### config.mk
export PLATFORM = sky130hd
export DESIGN_NAME = rimm_encoder
export DESIGN_NICKNAME = d
export VERILOG_FILES = /design/src/rtl/rimm_pkg.sv /design/src/rtl/rimm_fit.sv /design/src/rtl/rimm_encoder.sv
export SDC_FILE = /design/constraint.sdc
export NUM_CORES = 1
export LEC_CHECK = 0
export ABC_AREA = 1
export BUFFER_PORTS_ARGS = -buffer_cell sky130_fd_sc_hd__buf_2
export CAP_MARGIN = 40
export CORE_AREA = 3 3 94 96
export DETAILED_ROUTE_END_ITERATION = 12
export DIE_AREA = 0 0 97 99
export GPL_ROUTABILITY_DRIVEN = 0
export PLACE_DENSITY = 0.86
export SLEW_MARGIN = 20
export SYNTH_ARGS = -nofsm -noshare
export SYNTH_HDL_FRONTEND = slang
export SYNTH_SLANG_ARGS = --single-unit
### constraint.sdc
create_clock -name clk -period 2.25 [get_ports clk]
set_input_delay 0.1125 -clock clk [delete_from_list [all_inputs] [get_ports clk]]
set_output_delay 0.1125 -clock clk [all_outputs]
set_load 0.03 [all_outputs]
### src/rtl/rimm_pkg.sv
package rimm_pkg;

    localparam int unsigned DEF_WORD_W = 32;
    localparam int unsigned DEF_IMM_W  = 8;
    localparam int unsigned DEF_ROT_W  = 4;

    // Result kinds reported on kind_o
    typedef enum logic [1:0] {
        KIND_DIRECT  = 2'b00,
        KIND_INVERT  = 2'b01,
        KIND_LITERAL = 2'b10
    } kind_e;

    // Search phases
    typedef enum logic [1:0] {
        ST_IDLE   = 2'b00,
        ST_DIRECT = 2'b01,
        ST_INVERT = 2'b10
    } phase_e;

endpackage

### src/rtl/rimm_fit.sv
// Undoes one candidate rotation and tests whether the result fits the value field.
module rimm_fit #(
    parameter int unsigned WORD_W = rimm_pkg::DEF_WORD_W,
    parameter int unsigned IMM_W  = rimm_pkg::DEF_IMM_W,
    parameter int unsigned ROT_W  = rimm_pkg::DEF_ROT_W
) (
    input  logic [WORD_W-1:0] word_i,
    input  logic [ROT_W-1:0]  rot_i,
    output logic              fit_o,
    output logic [IMM_W-1:0]  imm_o
);
    logic [2*WORD_W-1:0] twice;
    logic [2*WORD_W-1:0] shifted;
    logic [WORD_W-1:0]   unrot;
    logic [ROT_W:0]      amount;

    always_comb begin
        amount  = {rot_i, 1'b0};
        twice   = {word_i, word_i};
        shifted = twice << amount;
        unrot   = shifted[2*WORD_W-1:WORD_W];
        fit_o   = (unrot[WORD_W-1:IMM_W] == '0);
        imm_o   = unrot[IMM_W-1:0];
    end
endmodule

### src/rtl/rimm_encoder.sv
module rimm_encoder #(
    parameter int unsigned WORD_W = rimm_pkg::DEF_WORD_W,
    parameter int unsigned IMM_W  = rimm_pkg::DEF_IMM_W,
    parameter int unsigned ROT_W  = rimm_pkg::DEF_ROT_W
) (
    input  logic              clk,
    input  logic              rst_n,
    input  logic              start_i,
    input  logic [WORD_W-1:0] const_i,
    output logic              busy_o,
    output logic              done_o,
    output logic [1:0]        kind_o,
    output logic [IMM_W-1:0]  imm_o,
    output logic [ROT_W-1:0]  rot_o
);
    import rimm_pkg::*;

    localparam int unsigned NUM_ROT  = 1 << ROT_W;
    localparam logic [ROT_W-1:0] LAST_ROT = ROT_W'(NUM_ROT - 1);

    typedef struct packed {
        phase_e             phase;
        logic [WORD_W-1:0]  base;
        logic [ROT_W-1:0]   step;
        logic               done;
        kind_e              kind;
        logic [IMM_W-1:0]   imm;
        logic [ROT_W-1:0]   rot;
    } enc_state_t;

    enc_state_t q, d;

    logic             fit_hit;
    logic [IMM_W-1:0] fit_imm;

    rimm_fit #(
        .WORD_W (WORD_W),
        .IMM_W  (IMM_W),
        .ROT_W  (ROT_W)
    ) u_fit (
        .word_i (q.base),
        .rot_i  (q.step),
        .fit_o  (fit_hit),
        .imm_o  (fit_imm)
    );

    always_comb begin
        d      = q;
        d.done = 1'b0;
        unique case (q.phase)
            ST_IDLE: begin
                if (start_i) begin
                    d.phase = ST_DIRECT;
                    d.base  = const_i;
                    d.step  = '0;
                end
            end
            ST_DIRECT, ST_INVERT: begin
                if (fit_hit) begin
                    d.phase = ST_IDLE;
                    d.done  = 1'b1;
                    d.kind  = (q.phase == ST_DIRECT) ? KIND_DIRECT : KIND_INVERT;
                    d.imm   = fit_imm;
                    d.rot   = q.step;
                end else if (q.step == LAST_ROT) begin
                    if (q.phase == ST_DIRECT) begin
                        d.phase = ST_INVERT;
                        d.base  = ~q.base;
                        d.step  = '0;
                    end else begin
                        d.phase = ST_IDLE;
                        d.done  = 1'b1;
                        d.kind  = KIND_LITERAL;
                        d.imm   = '0;
                        d.rot   = '0;
                    end
                end else begin
                    d.step = q.step + ROT_W'(1);
                end
            end
            default: d.phase = ST_IDLE;
        endcase
    end

    always_ff @(posedge clk or negedge rst_n) begin
        if (!rst_n) begin
            q <= '{phase: ST_IDLE, base: '0, step: '0, done: 1'b0,
                   kind: KIND_DIRECT, imm: '0, rot: '0};
        end else begin
            q <= d;
        end
    end

    assign busy_o = (q.phase != ST_IDLE);
    assign done_o = q.done;
    assign kind_o = q.kind;
    assign imm_o  = q.imm;
    assign rot_o  = q.rot;

endmodule

==> results.txt <==
----------------------------------------------------
[Outcome]
  Status ... complete, but fails checks
  Failing checks ... setup timing

[Detailed routing]
  Initial DRC Count ... 960
  Routed wl met3 ... 2.04 mm
  Routed wire length per instance ... ~19 um
  Number of remaining DRC errors ... 0
  Uppermost metal layer occupied by signal nets ... met4
  Vias ... 5486
  DR WL met2 ... 7.12 mm
  Number of routed nets with antenna violations ... 0
  1st-pass router iterations ... 9
  Total Routed Length ... 15.8 mm
  WL met1 ... 5.55 mm
  Drt via density ... 6.48

[Global route]
  Maximum number of pins on one net before global-route repair ... 66
  Number of antenna violations at the first check in global routing ... 0
  Via count of the first global-routing pass ... 4372
  First-pass GRT wire length ... 20.1 mm
  Global route overflow ... 0
  All-Layer GR Usage ... 0.249

[Worst hold path]
  Worst min-delay path category ... primary input to flip-flop

[Timing]
  Setup slack after layout ... -0.150 ns
  Number of failing hold endpoints at the final stage ... 0
  Transition time at the pin with the least slew margin ... 0.598 ns
  Post-route clock period utilization ... 1.07
  Final Max Slew Viols ... 0
  WHS ... about 0.056 ns
  Worst relative slew slack ... 0.601
  Setup clock skew after layout ... 0.0123 ns
  Setup repair after global routing missed its margin ... true
  Final min period ... 2.40 ns
  Count of final setup violators ... 50
  Peak clock frequency supported by timing ... between 0.4 and 0.5 GHz

[Layout]
  Antenna Diode Count ... 0
  Flip-flop and latch area ... 1330 um^2
  Share of cells above drive strength 1 ... 0.328
  Area growth from synthesis to final layout ... 28.8%
  Net count, final ... 780
  FILL cells ... 567
  Combined area of the multi-input logic cells ... 3140 um^2

[Clocking]
  Cell chosen for the clock root ... clkbuf_8
  Sink count of the clock tree ... 53
  Clock tree from TritonCTS ... built
  H-tree levels ... 2
  CTS buffer count ... 5
  CTS clock-pin slew for the worst setup and hold paths ... about 0.1 ns
  Number of buffers on the longest clock path ... 2
  Clock Latency Late Sink ... between 0.3 and 0.4 ns

[Floorplanning]
  Total core area ... around 8100 um^2
  Top-level I/O count ... 51
  Starting density of the core ... 0.533
  Floorplan die height ... 99 um
  Total number of placement rows ... 33
  Die area ... 9600 um^2
  Die width ... 97 um

[Logic synthesis]
  Total of warnings raised by yosys ... 0
  Flops & latches, synth ... 53
  Leading post-synthesis cells by instance count ... 286 x nand2_1, 122 x nand3_1, 53 x dfrtp_1, 39 x o21ai_0, 38 x nand4_1
  Top FF cell, synth ... dfrtp_1
  Syn avg cell area ... 6.14 um^2
  Synth top area share ... 0.306
  Count of distinct cell types in the synthesized netlist ... 24
  Number of flops mapped to enable cells by yosys ... 0
  Mapped cell area ... 4330 um^2
  Syn Inst Count ... 706
  Area leader, netlist ... dfrtp_1
  Share of async-settable or async-resettable flops after synthesis ... 1.00
  Most common cell in the synthesized netlist ... nand2_1
  Post-synthesis sequential area ratio ... 0.306
  Leading post-synthesis cells by cell area ... dfrtp_1 31%, nand2_1 25%, nand3_1 14%, nand4_1 5.5%, o21ai_0 4.5%
  Net count after synthesis ... 746

[Worst setup path]
  Arrival time worst endpoint ... 2.67 ns
  Register-to-register path setup slack ... -0.15 ns
  Startpoint of the worst setup timing path ... q[15]
  Reg-to-Reg End ... q[35]
  CP max stage delay ... 0.46 ns
  Master of the slowest instance on the critical path ... dfrtp_2
  Worst r2r path cells ... 15
  Type of element launching the critical path ... flip-flop
  Startpoint-to-endpoint class of the critical path ... flip-flop to flip-flop
  Worst R2R Start ... q[15]
  Ordered list of cells on the worst path ... buf_6 > nand2_1 > nand3_1 > nand2_2 > nand2_1 > nand2_1 > nand3_1 > nand2_2 > nand2_2 > nor2_4 > nand3_4 > nand3_4 > clkbuf_16 > nand2_1 > nand2_1
  Largest fanout on the critical path ... 21
  Termination of the worst setup path ... q[35]
  Required time of the critical path ... 2.52 ns
  Endpoint type of the worst setup path ... flip-flop
  Most common cell type on the critical path ... nand2_1

[Power]
  Total power of the final layout ... 0.00852 W
  Cell leakage power ... 2.93 nW
  Worst voltage drop across the vdd grid ... 666 uV
  Pwr per Cell Area ... 1530 nW/um^2

[Place]
  Input/output buffers ... 50
  Post-DP HPWL ... 8.77 mm

[Job]
  Number of max-cap violations ... 0

----------------------------------------------------
==> through the flow <==
stage                util  setup TNS (ns)  cells  setup WS (ns)  instance area, um^2
floorplan               -               0    706         0.0442                 4330
global placement    0.568               0    826          0.139                 4620
detailed placement  0.568               0    826         0.0913                 4620
CTS                 0.583               0    835         0.0711                 4750
global route        0.686          -12.78    846         -0.309                 5580
finish              0.686           -4.40    846         -0.150                 5580
==> cell families after synthesis <==
logic type,Yosys count,share of synthesized area
AND/OR/NAND/NOR,481,0.485
flip-flops,53,0.306
adder cells (fa/ha/maj),5,0.0144
buffers and inverters,99,0.115
AO/OA/AOI/OAI,68,0.0797
==> cells in the final DEF (no fill, tap or decap), drive strengths merged, types with 2 or more instances in the layout <==
cell type,instances
a21oi,9
nor2,30
dfrtp,53
nand3,125
nand2,286
clkbuf,11
buf,83
nand4,38
o21ai,57
clkinv,2
ha,5
inv,36
==> power by group <==
group | leakage, nW | total (W) | switching (W) | internal, W
registers | 0.683 | 0.00176 | 0.000473 | 0.00128
clock network | 0.0585 | 0.000697 | 0.000334 | 0.000363
logic | 2.19 | 0.00607 | 0.00391 | 0.00216
==> flip-flops by register name, summed over array words and instances (netlist names) <==
signal and flops:
done_o 1, imm_o 8, kind_o 2, rot_o 4
q 38
==> critical path, delay by kind of cell (launching register included) <==
kind                   cells  cell delay, ns
AND/OR/NAND/NOR           13            1.50
flip-flops                 1            0.46
buffers and inverters      2            0.38
==> final cells by class <==
class,count,area share
multi-input combinational,554,0.562
clock buffer,7,0.0155
inverter,38,0.0274
sequential,53,0.238
clock inverter,1,0.00538
tap,105,0.0235
timing repair buffer,88,0.128
==> layer usage <==
metal / vias to the layer above / track usage
met3: 149 / 0.0333
met4: 0 / 0.105
li1: 2389 / -
met2: 492 / 0.409
met5: - / 0
met1: 2456 / 0.332
==> worst min-delay path by stage <==
stage / start / endpoint / slack, ns / depth (start not counted)
after floorplan: rst_n / done_o / -0.18 / 0
after global routing: start_i / q[51] / 0.08 / 3
final: start_i / q[51] / 0.06 / 3
after detailed placement: rst_n / imm_o[5] / 0.17 / 1
after CTS: start_i / q[51] / 0.06 / 3
after global placement: rst_n / imm_o[4] / 0.15 / 1
==> repair_timing <==
| item | CTS | global route |
|---|---|---|
| hold endpoints to repair | 24 | 0 |
| setup endpoints to repair | 0 | 52 |
| buffers inserted | 0 | 5 |
| hold buffers | 1 | 0 |
| resized for setup | 0 | 174 |
Note: power is estimated with default switching activity, not from simulation.
